==> src/rtl/uart_tx_pkg.sv <==
package uart_tx_pkg;

  typedef enum logic [2:0] {
    ST_IDLE,
    ST_START,
    ST_DATA,
    ST_PARITY,
    ST_STOP
  } tx_state_e;

  // Parity value for a character of (wlen+5) bits.
  function automatic logic parity_of(input logic [7:0] data,
                                     input logic [1:0] wlen,
                                     input logic       even,
                                     input logic       stick);
    logic [7:0] mask;
    logic       ones_odd;
    mask     = 8'hFF >> (2'd3 - wlen);
    ones_odd = ^(data & mask);
    if (stick) begin
      parity_of = ~even;
    end else if (even) begin
      parity_of = ones_odd;
    end else begin
      parity_of = ~ones_odd;
    end
  endfunction

endpackage

==> src/rtl/uart_tx_rst_sync.sv <==
module uart_tx_rst_sync #(
  parameter int STAGES = 2
) (
  input  logic clk,
  input  logic rst_n,
  output logic rst_n_sync
);
  logic [STAGES-1:0] sync_q;
  logic [STAGES-1:0] sync_d;

  always_comb begin
    sync_d = {sync_q[STAGES-2:0], 1'b1};
  end

  always_ff @(posedge clk or negedge rst_n) begin
    if (!rst_n) begin
      sync_q <= '0;
    end else begin
      sync_q <= sync_d;
    end
  end

  assign rst_n_sync = sync_q[STAGES-1];
endmodule

==> src/rtl/uart_tx_tick.sv <==
module uart_tx_tick #(
  parameter int DIV_W = 16
) (
  input  logic             clk,
  input  logic             rst_n,
  input  logic             clr,
  input  logic [DIV_W-1:0] divisor,
  output logic             tick
);
  logic [DIV_W-1:0] cnt_q;
  logic [DIV_W-1:0] cnt_d;
  logic [DIV_W-1:0] div_eff;

  always_comb begin
    div_eff = (divisor == '0) ? DIV_W'(1) : divisor;
    tick    = (cnt_q >= div_eff - DIV_W'(1));
    if (clr || tick) begin
      cnt_d = '0;
    end else begin
      cnt_d = cnt_q + DIV_W'(1);
    end
  end

  always_ff @(posedge clk or negedge rst_n) begin
    if (!rst_n) begin
      cnt_q <= '0;
    end else begin
      cnt_q <= cnt_d;
    end
  end
endmodule

==> src/rtl/uart_tx_hold.sv <==
module uart_tx_hold #(
  parameter int DATA_W = 8
) (
  input  logic              clk,
  input  logic              rst_n,
  input  logic [DATA_W-1:0] in_data,
  input  logic              in_valid,
  output logic              in_ready,
  input  logic              take,
  output logic [DATA_W-1:0] hold_data,
  output logic              hold_full
);
  logic              full_d;
  logic [DATA_W-1:0] data_d;
  logic              accept;
  logic              data_en;

  always_comb begin
    in_ready = ~hold_full;
    accept   = in_valid & in_ready;
    data_en  = accept;
    data_d   = in_data;
    full_d   = hold_full;
    if (take) begin
      full_d = 1'b0;
    end else if (accept) begin
      full_d = 1'b1;
    end
  end

  always_ff @(posedge clk or negedge rst_n) begin
    if (!rst_n) begin
      hold_full <= 1'b0;
      hold_data <= '0;
    end else begin
      hold_full <= full_d;
      if (data_en) begin
        hold_data <= data_d;
      end
    end
  end
endmodule

==> src/rtl/uart_tx_seq.sv <==
module uart_tx_seq
  import uart_tx_pkg::*;
#(
  parameter int DATA_W = 8,
  parameter int OVS    = 16
) (
  input  logic              clk,
  input  logic              rst_n,
  input  logic              tick,
  input  logic              hold_full,
  input  logic [DATA_W-1:0] hold_data,
  input  logic [1:0]        cfg_wlen,
  input  logic              cfg_stop2,
  input  logic              cfg_par_en,
  input  logic              cfg_par_even,
  input  logic              cfg_par_stick,
  output logic              take,
  output logic              busy,
  output logic              ser_bit
);
  localparam int TCNT_W = $clog2(2 * OVS);
  localparam int BIDX_W = $clog2(DATA_W);
  localparam logic [TCNT_W-1:0] LIM_ONE  = TCNT_W'(OVS - 1);
  localparam logic [TCNT_W-1:0] LIM_HALF = TCNT_W'(OVS + OVS / 2 - 1);
  localparam logic [TCNT_W-1:0] LIM_TWO  = TCNT_W'(2 * OVS - 1);
  localparam logic [BIDX_W-1:0] MIN_LAST = BIDX_W'(4);

  tx_state_e         state_q, state_d;
  logic [TCNT_W-1:0] tcnt_q, tcnt_d;
  logic [BIDX_W-1:0] bidx_q, bidx_d;
  logic [DATA_W-1:0] sreg_q, sreg_d;
  logic [1:0]        wlen_q, wlen_d;
  logic              stop2_q, stop2_d;
  logic              pen_q, pen_d;
  logic              par_q, par_d;
  logic [TCNT_W-1:0] limit;
  logic              bit_done;
  logic [BIDX_W-1:0] last_idx;

  always_comb begin
    take     = (state_q == ST_IDLE) && hold_full;
    busy     = (state_q != ST_IDLE);
    last_idx = BIDX_W'(wlen_q) + MIN_LAST;

    if (state_q == ST_STOP && stop2_q) begin
      limit = (wlen_q == 2'b00) ? LIM_HALF : LIM_TWO;
    end else begin
      limit = LIM_ONE;
    end
    bit_done = tick && (tcnt_q == limit);

    unique case (state_q)
      ST_START:  ser_bit = 1'b0;
      ST_DATA:   ser_bit = sreg_q[0];
      ST_PARITY: ser_bit = par_q;
      default:   ser_bit = 1'b1;
    endcase
  end

  always_comb begin
    state_d = state_q;
    bidx_d  = bidx_q;
    sreg_d  = sreg_q;
    wlen_d  = wlen_q;
    stop2_d = stop2_q;
    pen_d   = pen_q;
    par_d   = par_q;
    if (bit_done) begin
      tcnt_d = '0;
    end else if (tick) begin
      tcnt_d = tcnt_q + TCNT_W'(1);
    end else begin
      tcnt_d = tcnt_q;
    end

    unique case (state_q)
      ST_IDLE: begin
        tcnt_d = '0;
        if (take) begin
          state_d = ST_START;
          bidx_d  = '0;
          sreg_d  = hold_data;
          wlen_d  = cfg_wlen;
          stop2_d = cfg_stop2;
          pen_d   = cfg_par_en;
          par_d   = parity_of(hold_data, cfg_wlen, cfg_par_even, cfg_par_stick);
        end
      end
      ST_START: begin
        if (bit_done) begin
          state_d = ST_DATA;
        end
      end
      ST_DATA: begin
        if (bit_done) begin
          if (bidx_q == last_idx) begin
            state_d = pen_q ? ST_PARITY : ST_STOP;
          end else begin
            bidx_d = bidx_q + BIDX_W'(1);
            sreg_d = sreg_q >> 1;
          end
        end
      end
      ST_PARITY: begin
        if (bit_done) begin
          state_d = ST_STOP;
        end
      end
      default: begin
        if (bit_done) begin
          state_d = ST_IDLE;
        end
      end
    endcase
  end

  always_ff @(posedge clk or negedge rst_n) begin
    if (!rst_n) begin
      state_q <= ST_IDLE;
      tcnt_q  <= '0;
      bidx_q  <= '0;
      sreg_q  <= '0;
      wlen_q  <= 2'b11;
      stop2_q <= 1'b0;
      pen_q   <= 1'b0;
      par_q   <= 1'b0;
    end else begin
      state_q <= state_d;
      tcnt_q  <= tcnt_d;
      bidx_q  <= bidx_d;
      sreg_q  <= sreg_d;
      wlen_q  <= wlen_d;
      stop2_q <= stop2_d;
      pen_q   <= pen_d;
      par_q   <= par_d;
    end
  end
endmodule

==> src/rtl/uart_tx_line.sv <==
module uart_tx_line (
  input  logic clk,
  input  logic rst_n,
  input  logic ser_bit,
  input  logic brk,
  output logic txd
);
  logic txd_d;

  always_comb begin
    txd_d = brk ? 1'b0 : ser_bit;
  end

  always_ff @(posedge clk or negedge rst_n) begin
    if (!rst_n) begin
      txd <= 1'b1;
    end else begin
      txd <= txd_d;
    end
  end
endmodule

==> src/rtl/uart_frame_tx.sv <==
module uart_frame_tx #(
  parameter int DATA_W = 8,
  parameter int DIV_W  = 16,
  parameter int OVS    = 16
) (
  input  logic              clk,
  input  logic              rst_n,
  input  logic [DATA_W-1:0] in_data,
  input  logic              in_valid,
  output logic              in_ready,
  input  logic [1:0]        lc_wlen,
  input  logic              lc_stop2,
  input  logic              lc_par_en,
  input  logic              lc_par_even,
  input  logic              lc_par_stick,
  input  logic              lc_brk,
  input  logic [DIV_W-1:0]  divisor,
  output logic              txd,
  output logic              hold_empty,
  output logic              tx_empty
);
  logic              rst_n_sync;
  logic              tick;
  logic              take;
  logic              busy;
  logic              ser_bit;
  logic              hold_full;
  logic [DATA_W-1:0] hold_data;

  uart_tx_rst_sync #(.STAGES(2)) i_rst (
    .clk        (clk),
    .rst_n      (rst_n),
    .rst_n_sync (rst_n_sync)
  );

  uart_tx_tick #(.DIV_W(DIV_W)) i_tick (
    .clk     (clk),
    .rst_n   (rst_n_sync),
    .clr     (take),
    .divisor (divisor),
    .tick    (tick)
  );

  uart_tx_hold #(.DATA_W(DATA_W)) i_hold (
    .clk       (clk),
    .rst_n     (rst_n_sync),
    .in_data   (in_data),
    .in_valid  (in_valid),
    .in_ready  (in_ready),
    .take      (take),
    .hold_data (hold_data),
    .hold_full (hold_full)
  );

  uart_tx_seq #(.DATA_W(DATA_W), .OVS(OVS)) i_seq (
    .clk           (clk),
    .rst_n         (rst_n_sync),
    .tick          (tick),
    .hold_full     (hold_full),
    .hold_data     (hold_data),
    .cfg_wlen      (lc_wlen),
    .cfg_stop2     (lc_stop2),
    .cfg_par_en    (lc_par_en),
    .cfg_par_even  (lc_par_even),
    .cfg_par_stick (lc_par_stick),
    .take          (take),
    .busy          (busy),
    .ser_bit       (ser_bit)
  );

  uart_tx_line i_line (
    .clk     (clk),
    .rst_n   (rst_n_sync),
    .ser_bit (ser_bit),
    .brk     (lc_brk),
    .txd     (txd)
  );

  assign hold_empty = ~hold_full;
  assign tx_empty   = ~hold_full & ~busy;
endmodule

==> config.mk <==
export PLATFORM = sky130hd
export DESIGN_NAME = uart_frame_tx
export DESIGN_NICKNAME = d
export VERILOG_FILES = /design/src/rtl/uart_tx_pkg.sv /design/src/rtl/uart_tx_rst_sync.sv /design/src/rtl/uart_tx_tick.sv /design/src/rtl/uart_tx_hold.sv /design/src/rtl/uart_tx_seq.sv /design/src/rtl/uart_tx_line.sv /design/src/rtl/uart_frame_tx.sv
export SDC_FILE = /design/constraint.sdc
export NUM_CORES = 1
export LEC_CHECK = 0
export BUFFER_PORTS_ARGS = -buffer_cell sky130_fd_sc_hd__buf_2
export CORE_MARGIN = 5
export CORE_UTILIZATION = 50
export CTS_BUF_LIST = sky130_fd_sc_hd__clkbuf_8
export CTS_CLUSTER_SIZE = 30
export DETAILED_ROUTE_END_ITERATION = 10
export GPL_TIMING_DRIVEN = 1
export PLACE_DENSITY_LB_ADDON = 0.1
export SETUP_SLACK_MARGIN = 0.05
export SLEW_MARGIN = 20
export SYNTH_ARGS = -nofsm -noshare
export SYNTH_HDL_FRONTEND = slang
export SYNTH_SLANG_ARGS = --single-unit
==> constraint.sdc <==
create_clock -name clk -period 2 [get_ports clk]
set_clock_uncertainty 0.2 [all_clocks]
set_input_delay 0.3 -clock clk [delete_from_list [all_inputs] [get_ports clk]]
set_output_delay 0.3 -clock clk [all_outputs]
set_load 0.05 [all_outputs]
== After elaboration in Yosys (flattened, before gate mapping) ==
Cells that the tools add are included.

* Register bits: 52
* Input bits: 34
* Output and inout port bits: 4
* Logic and storage cells: 85

* Add/subtract/negate cells: 6
* Magnitude comparators: 1
* Equal/unequal tests: 12
* Shift-type cells: 1
* Multiplexer cells: 29
* Bitwise gates (word level): 7
* Reduce and logical (&&, ||, !) cells: 16

{| class="wikitable"
|+ Operators by type and width
! kind !! count
|-
| 16-bit 2-to-1 mux || 2
|-
| 3-bit 2-to-1 mux || 10
|-
| 8-bit 2-to-1 mux || 3
|-
| 5-bit 2-to-1 mux || 4
|-
| 16-bit by 1-bit adder with 16-bit output, second input constant || 1
|-
| 16-bit >= comparator || 1
|-
| 16-bit logical NOT || 1
|-
| 8-bit one-hot mux with 2 select lines || 1
|-
| 16-bit by 1-bit subtractor with 16-bit output, second input constant || 1
|-
| 3-bit one-hot mux with 4 select lines || 1
|-
| 8-bit AND || 1
|-
| 2-bit by 1-bit != test with 1-bit output, second input constant || 4
|-
| 8-bit parity || 1
|-
| 8-bit by 2-bit >> shifter with 8-bit output, first input constant || 1
|-
| 3-bit by 2-bit == test with 1-bit output, second input constant || 2
|-
| 3-bit one-hot mux with 2 select lines || 1
|-
| 6-bit AND reduction || 1
|-
| 2-bit nonzero test || 3
|-
| 3-bit nonzero test || 2
|-
| 5-bit by 1-bit adder with 5-bit output, second input constant || 1
|-
| 5-bit == test || 1
|-
| 1-bit 2-to-1 mux || 5
|-
| 4-bit 2-to-1 mux || 1
|-
| 2-bit != test, second input constant || 2
|-
| 15 further kinds || 21
|}

== Depth between registers and ports, before layout ==
Gate-level depths: netlist (run 1).

* Depth after elaboration: 7
* Gate-level depth with buffers: 20
* Gate-level depth less buffers: 18

== Cells and area by module ==
A second synthesis (run 1) with hierarchy kept.

* Cell total of the unflattened synthesis: 321
* Area total of the unflattened synthesis: 3241.9 µm²

{| class="wikitable"
|+ By module, submodules not included
! module !! instances !! cells an instance !! area an instance (µm²) !! seq. area each (µm²)
|-
| uart_tx_tick || 1 || 157 || 1413.9 || 400.4
|-
| uart_tx_seq || 1 || 135 || 1350.0 || 603.1
|-
| uart_tx_hold || 1 || 22 || 376.6 || 225.2
|-
| uart_tx_rst_sync || 1 || 3 || 53.8 || 50.0
|-
| uart_tx_line || 1 || 2 || 40.0 || 26.3
|-
| uart_frame_tx || 1 || 2 || 7.5 || 0.0
|}

== Least setup slack after synthesis (run 1) ==
No wires, ideal clock.

* Path kind: in2reg
* Start point: input port divisor[1]
* End point: register i_seq.sreg_q[1]
* Library setup time: 127 ps
* Data arrival time: 4260 ps
* Data required time: 1673 ps
* Setup slack: -2587 ps
* Stages on the path: 19
* Path buffers: 1
* Cells stage by stage: or4_1 > or4_4 > nor4_4 > nor2_1 > ha_1 > nor3b_1 > nand2_1 > nor2_1 > nand2_1 > nor4_1 > xnor2_1 > ha_1 > and4_1 > nand2_1 > or4_4 > a31oi_4 > o21a_1 > buf_4 > mux2_1

* Longest elaborated chain between the ends: 7

{| class="wikitable"
|+ RTL lines
! element !! line !! text
|-
| from (decl) || uart_frame_tx.sv:17 || <nowiki>input logic [DIV_W-1:0] divisor,</nowiki>
|-
| 16-bit logical NOT || uart_tx_tick.sv:15 || <nowiki>div_eff = (divisor == '0) ? DIV_W'(1) : divisor;</nowiki>
|-
| 16-bit 2-to-1 mux * || uart_tx_tick.sv:15 ||
|-
| 16-bit by 1-bit subtractor with 16-bit output * || uart_tx_tick.sv:16 || <nowiki>tick = (cnt_q >= div_eff - DIV_W'(1));</nowiki>
|-
| 16-bit >= comparator * || uart_tx_tick.sv:16 ||
|-
| 1-bit logical AND * || uart_tx_seq.sv:50 || <nowiki>bit_done = tick && (tcnt_q == limit);</nowiki>
|-
| 2-bit by 1-bit != test with 1-bit output (no source line) * || n/a ||
|-
| 4-bit AND reduction (no source line) * || n/a ||
|-
| to (signal assigned) || uart_tx_seq.sv:131 || <nowiki>sreg_q <= sreg_d;</nowiki>
|-
| to (decl) || uart_tx_seq.sv:31 || <nowiki>logic [DATA_W-1:0] sreg_q, sreg_d;</nowiki>
|}

Mark *: on every way between the ends. The rest lies on a longest branch, timed or not.
A chain may end at the register's enable or synchronous reset.

== Worst setup path in the final report (run 1) ==
* Start point: input port divisor[1]
* End point: register i_seq.sreg_q[4]

The elaborated chain is that of the path after synthesis.

==> reports/results.tsv, run 1 <==
stage	metric	value	unit
drt	vias_per_cell	5.287	
setup_path	crit_chain	buf_6 -> or4_4 -> or4_4 -> nor4_4 -> nor2_1 -> ha_2 -> nor3b_4 -> nand2_2 -> nor2_2 -> nand2_1 -> nor4_2 -> xnor2_1 -> ha_1 -> and4_1 -> nand2_1 -> or4_4 -> a31oi_4 -> o21a_1 -> buf_12 -> mux2_4	
floorplanning	start_util	50.93	%
floorplanning	std_cell_rows	29	
drt	firstDrtPassIters	4	
synth	synth.most_common_cell	dfrtp_1	
floorplanning	coreArea	0.006314	mm²
drt	drt_wl_total	7.590	mm
grt	overflow	0	
synth	synthDominantCellAreaShare	38.13	%
power	peakVddDrop	817.1	µV
timing	tightest_slew	0.5891	ns
synth	syn_nets	381	
place	place_congestion	0.8136	
timing	final_max_slew_viol_count	0	
clocking	cts-buffers-inserted	5	
drt	wire_per_inst	14.16	µm
power	p_total	3.604	mW
synth	synth_cell_types	56	
synth	synth_edf_count	0	
clocking	insertion_delay	0.31	ns
drt	drtIter0Drc	73	
setup_path	required	2.00	ns
synth	ys_seq_area_share	40.58	%
timing	hold_viol_final	0	
synth	synth_top_area_cell	dfrtp_1	
floorplanning	dieArea	0.008135	mm²
synth	ys.flop_type	dfrtp_1	
timing	fin_ws	-2.174	ns
floorplanning	io_pins	38	
drt	vias	2834	
synth	synth_cells	327	
clocking	clock_path_buffers	2	
setup_path	cp_slowest_stage_delay	0.53	ns
finish	drive_above_1_share	42.27	%
grt	track_usage	19.17	%
drt	ant_nets	0	
timing	rsz0062_at_grt	yes	
synth	synthesis.area	0.003216	mm²
timing	fin_crit	4.174	ns
clocking	path_clk_slew	0.10	ns
outcome	status	finished with violations	
clocking	cts_tree	done	
grt	first_global_vias	2896	
min_path	min_path_type	in -> reg	
floorplanning	die_y	90.20	µm
setup_path	path_delay_family	simple AND/OR/NAND/NOR gates	
outcome	violations	setup timing	
clocking	cts-htree-levels	2	
place	post_dp_cell_area	0.004068	mm²
setup_path	worstSetupEndpointType	register	
setup_path	cp_common_cell	or4_4	
setup_path	cp_max_fo	7	
setup_path	crit_buf_inv	2	
place	dp_hpwl	5.821	mm
finish	areaGrowthSynthToFinish	41.83	%
finish	stdcell_area	0.004561	mm²
power	powerDensity	790.2	mW/mm²
finish	antennaDiodeCount	0	
place	portBuffers	37	
setup_path	worstPathArrival	4.17	ns
timing	slew_headroom	60.73	%
timing	setup_viol	36	
grt	antenna_found_initial	0	
timing	fmax	239.6	MHz
finish	num-nets-final	512	
timing	final.period_utilization	208.7	%
clocking	clock-sinks	52	
synth	yosys-top-cells-count	dfrtp_1 (49), nand2_1 (45), nor2_1 (38)	
clocking	clockRootBuffer	clkbuf_8	
synth	async_reset_ff_share	100.0	%
synth	synth-seq-cells	52	
grt	grt_pass1_wl	13.10	mm
synth	avgSynthCellArea	9.834	µm²
finish	fillers	502	
setup_path	crit_slowest_cell	or4_4	
setup_path	crit_type	in -> reg	
grt	grt_max_degree	26	
synth	yosys_warnings	0	
power	power_leakage	2.135	nW
setup_path	worst_setup_path_start_kind	input pin	
drt	drc	0	
floorplanning	die_x	90.20	µm
synth	synth_area_leaders	dfrtp_1 (38%), ha_1 (7.8%), nand2_1 (5.3%), xnor2_1 (4.9%), nor2_1 (4.4%)	
timing	whs	0.01305	ns
job	maxCapViolCount	0	
finish	final_util	72.24	%
==> sequential cells by signal, indices dropped and copies added (netlist names), 2 cells and up <==
name / count
i_seq.bidx_q: 3
i_tick.cnt_q: 16
i_seq.sreg_q: 8
i_seq.state_q: 3
i_seq.wlen_q: 2
i_hold.hold_data: 8
i_rst.sync_q: 2
i_seq.tcnt_q: 5
==> worst reg2reg max path, delay by kind of cell (launching register included) <==
family	cells	cell delay, ns
fa+ha+maj	1	0.25
mux	1	0.30
compound gates	3	0.43
buf+inv	3	0.33
simple gates	2	0.64
flops	1	0.35
==> layout by cell type (no fill, tap or decap), drive strengths merged, types with 6 or more instances in the layout <==
master  count
a21oi       9
buf       129
dfrtp      49
ha         20
inv        10
mux2       18
nand2      45
nand3      14
nor2       38
nor3        6
o21ai       9
xnor2      18
xor2       15
==> power breakdown <==
group | leakage, nW | switching [mW] | internal (mW)
registers | 0.652 | 0.227 | 1.33
clock network | 0.0463 | 0.380 | 0.258
logic | 1.44 | 0.583 | 0.821
total | 2.13 | 1.19 | 2.41
==> path summary, 6_finish.rpt <==
kind	depth (start not counted)	slack, ns	from	endpoint
hold / removal	2	0.01	in_valid	i_hold.hold_full
max in group asynchronous	1	0.95	i_rst.sync_q[1]	i_line.txd
min in group asynchronous	0	0.07	i_rst.sync_q[1]	i_tick.cnt_q[9]
setup / recovery	20	-2.17	divisor[1]	i_seq.sreg_q[4]
hold reg to reg	0	0.07	i_rst.sync_q[1]	i_tick.cnt_q[9]
setup reg to reg	10	-0.61	i_tick.cnt_q[0]	i_seq.sreg_q[4]
==> kinds of logic after synthesis <==
| group | Yosys count | share of synthesized area, % |
|---|---|---|
| buf+inv | 18 | 2.879 |
| fa+ha+maj | 20 | 7.782 |
| other cells | 1 | 0.1166 |
| flops | 52 | 40.58 |
| simple gates | 133 | 20.62 |
| mux | 23 | 7.860 |
| compound gates | 46 | 10.47 |
| xor+xnor | 34 | 9.689 |
==> stage by stage <==
step / TNS, ns / std cells / setup slack [ns]
finish: -72.14 / 536 / -2.174
global route: -78.53 / 536 / -2.348
CTS: -71.84 / 528 / -2.131
detailed placement: -83.06 / 506 / -2.570
global placement: -79.58 / 506 / -2.435
floorplan: -78.14 / 327 / -2.462
==> layer usage <==
layer	wire, µm	track usage, %	up-vias	part of all wire [%]
met5	0	0	-	0
met4	271	8.437	0	3.6
met3	224	2.588	17	3.0
met2	3872	33.60	53	51
met1	3223	23.32	1354	42
li1	-	-	1410	-
==> final cells by class <==
cell class | count | area [µm²] | share of cell area [%]
clock buffer | 5 | 68.82 | 1.509
sequential | 52 | 1306 | 28.64
multi-input combinational | 257 | 2014 | 44.17
tap | 77 | 96.34 | 2.112
inverter | 9 | 33.78 | 0.7407
timing repair buffer | 133 | 1013 | 22.22
clock inverter | 3 | 27.53 | 0.6036
==> what timing repair did <==
item	CTS	global route
gates resized for setup	20	28
endpoints found under the setup margin	36	39
setup buffers	12	9
hold endpoints to repair	3	2
hold buffers	2	2
gates cloned	1	0
pin swaps	1	12
Power figures use the tool's default switching activity.
==> run 2: changes to the inputs <==
--- a/config.mk
+++ b/config.mk
@@ -5,6 +5,7 @@
 export SDC_FILE = /design/constraint.sdc
 export NUM_CORES = 1
 export LEC_CHECK = 0
+export ABC_AREA = 1
 export BUFFER_PORTS_ARGS = -buffer_cell sky130_fd_sc_hd__buf_2
 export CORE_MARGIN = 5
 export CORE_UTILIZATION = 50
==> reports/results.tsv, run 2 <==
stage	metric	value	unit	change
clocking	cts-htree-levels	2		unchanged
power	powerDensity	1075	mW/mm²	+36%
timing	rsz0062_at_grt	yes		
timing	final.period_utilization	142.8	%	-66 points
synth	synthDominantCellAreaShare	35.91	%	-2.2 points
finish	stdcell_area	0.004822	mm²	+5.7%
clocking	clockRootBuffer	clkbuf_8		
timing	slew_headroom	50.10	%	-11 points
synth	synth_edf_count	0		unchanged
grt	grt_pass1_wl	14.17	mm	+8.2%
place	post_dp_cell_area	0.004161	mm²	+2.3%
power	power_leakage	2.506	nW	+17%
place	portBuffers	37		unchanged
timing	fmax	350.2	MHz	+46%
power	peakVddDrop	1148	µV	+40%
floorplanning	coreArea	0.006719	mm²	+6.4%
setup_path	worstSetupEndpointType	register		
synth	yosys-top-cells-count	nand2_1 (131), inv_1 (57), nor2_1 (56)		
timing	final_max_slew_viol_count	0		unchanged
clocking	cts_tree	done		
timing	fin_ws	-0.8554	ns	+1.318 ns
finish	layout_commonest_cell	nand2_1		
job	maxCapViolCount	0		unchanged
synth	syn_nets	517		+36%
place	dp_hpwl	5.812	mm	-0.15%
setup_path	crit_type	in -> reg		
clocking	clock-sinks	52		unchanged
synth	synth_area_leaders	dfrtp_1 (36%), nand2_1 (14%), ha_1 (7.3%), inv_1 (6.3%), nor2_1 (6.2%)		
min_path	min-delay-start	lc_par_en		
timing	setup_viol	35		-2.8%
power	p_total	5.185	mW	+44%
grt	overflow	0		unchanged
finish	layout_common_cells	nand2_1 (112), buf_4 (67), inv_1 (52)		
synth	synth-seq-cells	52		unchanged
setup_path	worstPathArrival	2.85	ns	-1.32 ns
clocking	cts-buffers-inserted	5		unchanged
finish	final_util	71.77	%	-0.47 points
setup_path	cp_max_fo	7		unchanged
finish	largest_reg_flops	16		unchanged
setup_path	r2r-start	i_seq.state_q[2]		
clocking	insertion_delay	0.31	ns	about the same
floorplanning	io_pins	38		unchanged
synth	synth_top_area_cell	dfrtp_1		
synth	synth_cells	463		+42%
synth	ys.flop_type	dfrtp_1		
finish	reg_top3	i_tick.cnt_q x16, i_hold.hold_data x8, i_seq.sreg_q x8		
synth	async_reset_ff_share	100.0	%	unchanged
floorplanning	std_cell_rows	30		+3.4%
outcome	status	finished with violations		
synth	synth_cell_types	33		-41%
floorplanning	die_y	92.64	µm	+2.7%
clocking	path_clk_slew	0.09	ns	about the same
setup_path	crit_path_start	divisor[3]		
drt	vias	3285		+16%
synth	yosys_warnings	0		unchanged
finish	num-nets-final	629		+23%
grt	first_global_vias	3267		+13%
finish	antennaDiodeCount	0		unchanged
outcome	violations	setup timing		
setup_path	worst_setup_path_start_kind	input pin		
drt	vias_per_cell	5.008		-5.3%
synth	ys_seq_area_share	38.22	%	-2.4 points
grt	antenna_found_initial	0		unchanged
setup_path	required	2.00	ns	about the same
synth	avgSynthCellArea	7.375	µm²	-25%
synth	synthesis.area	0.003415	mm²	+6.2%
clocking	clock_path_buffers	2		unchanged
grt	grt_max_degree	32		+23%
finish	top_register	i_tick.cnt_q		
finish	drive_above_1_share	34.72	%	-7.5 points
finish	areaGrowthSynthToFinish	41.22	%	
min_path	min_path_type	in -> reg		
drt	firstDrtPassIters	4		unchanged
drt	drc	0		unchanged
floorplanning	die_x	92.64	µm	+2.7%
drt	drt_wl_total	8.399	mm	+11%
grt	track_usage	20.33	%	+1.2 points
place	place_congestion	0.8517		+4.7%
timing	hold_viol_final	0		unchanged
drt	drtIter0Drc	80		+9.6%
floorplanning	start_util	50.82	%	-0.11 points
finish	fillers	494		-1.6%
floorplanning	dieArea	0.008582	mm²	+5.5%
synth	synth.most_common_cell	nand2_1		
drt	wire_per_inst	12.80	µm	-9.6%
drt	ant_nets	0		unchanged
timing	tightest_slew	0.7485	ns	+0.1594 ns
timing	fin_crit	2.855	ns	-1.318 ns
run 2: cell count changes after synthesis, moves of 8 or more:
cell,delta
nand3_1,+22
mux2_2,-8
nor2_1,+18
nand2_1,+86
o21ai_0,+8
nand4_1,+10
inv_1,+48
run 2: what timing repair did:
item                                    in CTS  in global routing
pin swaps                                   20                 32
resized for setup                           43                 53
cloned                                       2                  0
endpoints found under the setup margin      36                 36
endpoints found under the hold margin        3                  0
hold buffers                                 2                  0
setup buffers                               11                  3
run 2: cells by family after synthesis:
logic type / Yosys count / synth area share [%]
flops: 52 / 38.22
buf+inv: 68 / 8.098
other cells: 1 / 0.1098
xor+xnor: 26 / 6.669
compound gates: 31 / 4.984
simple gates: 261 / 33.27
fa+ha+maj: 20 / 7.329
mux: 4 / 1.319
run 2: routing by layer:
metal	global-route usage, %	share of wire [%]	up-vias	routed length [µm]
met4	5.617	1.4	0	118
met3	2.762	3.1	8	257
li1	-	-	1705	-
met1	23.17	41	1518	3421
met5	0	0	-	0
met2	39.27	55	54	4603
run 2: worst paths after layout:
kind                       slack (ns)              end  cells past startpoint
min in group asynchronous        0.03  i_tick.cnt_q[2]                      0
hold reg to reg                  0.03  i_tick.cnt_q[2]                      0
setup reg to reg                -0.24  i_seq.sreg_q[1]                      8
max in group asynchronous        0.96  i_seq.wlen_q[1]                      1
setup / recovery                -0.86  i_seq.sreg_q[1]                     24
hold / removal                   0.01      i_seq.pen_q                      3
run 2: layout make-up:
class                   count  area (µm²)  area share [%]
flip-flops and latches     52        1306           27.09
multi-input cells         345        2205           45.72
well taps                  80       100.1           2.076
clock buffers               5       68.82           1.427
repair buffers            110       867.1           17.98
clock inverters             3       38.79          0.8044
inverters                  61       236.5           4.904
run 2: power by group:
part / switching (mW) / internal [mW]
sequential: 0.283 / 1.39
clock: 0.356 / 0.367
combinational: 1.68 / 1.10
total: 2.32 / 2.86
run 2: critical path, cell delays in order:
cell	delay, ns
buf_8	0.08
inv_4	0.03
nand2_4	0.07
nor3_4	0.04
nand3_2	0.07
nand2_2	0.07
inv_2	0.08
ha_4	0.15
nand2_4	0.06
nor3_4	0.22
nand2_2	0.09
nor3_2	0.20
xor2_1	0.16
inv_1	0.09
ha_4	0.27
nand2_4	0.06
nor3_4	0.18
nand2_2	0.09
nand2_4	0.11
nand2_8	0.08
nand2_8	0.12
nand2_8	0.09
nand2_4	0.10
nand2_2	0.05
run 2: metrics by stage:
| stage | std cells | setup TNS [ns] | worst slack [ns] | hold slack [ns] |
|---|---|---|---|---|
| after global placement | 631 | -39.27 | -1.185 | -0.1147 |
| after global routing | 656 | -32.63 | -1.023 | 0.005768 |
| final | 656 | -26.87 | -0.8554 | 0.01423 |
| after detailed placement | 631 | -41.12 | -1.255 | -0.1134 |
| after CTS | 654 | -22.70 | -0.7276 | 0.001758 |
| after floorplan | 463 | -30.09 | -1.006 | -0.1956 |
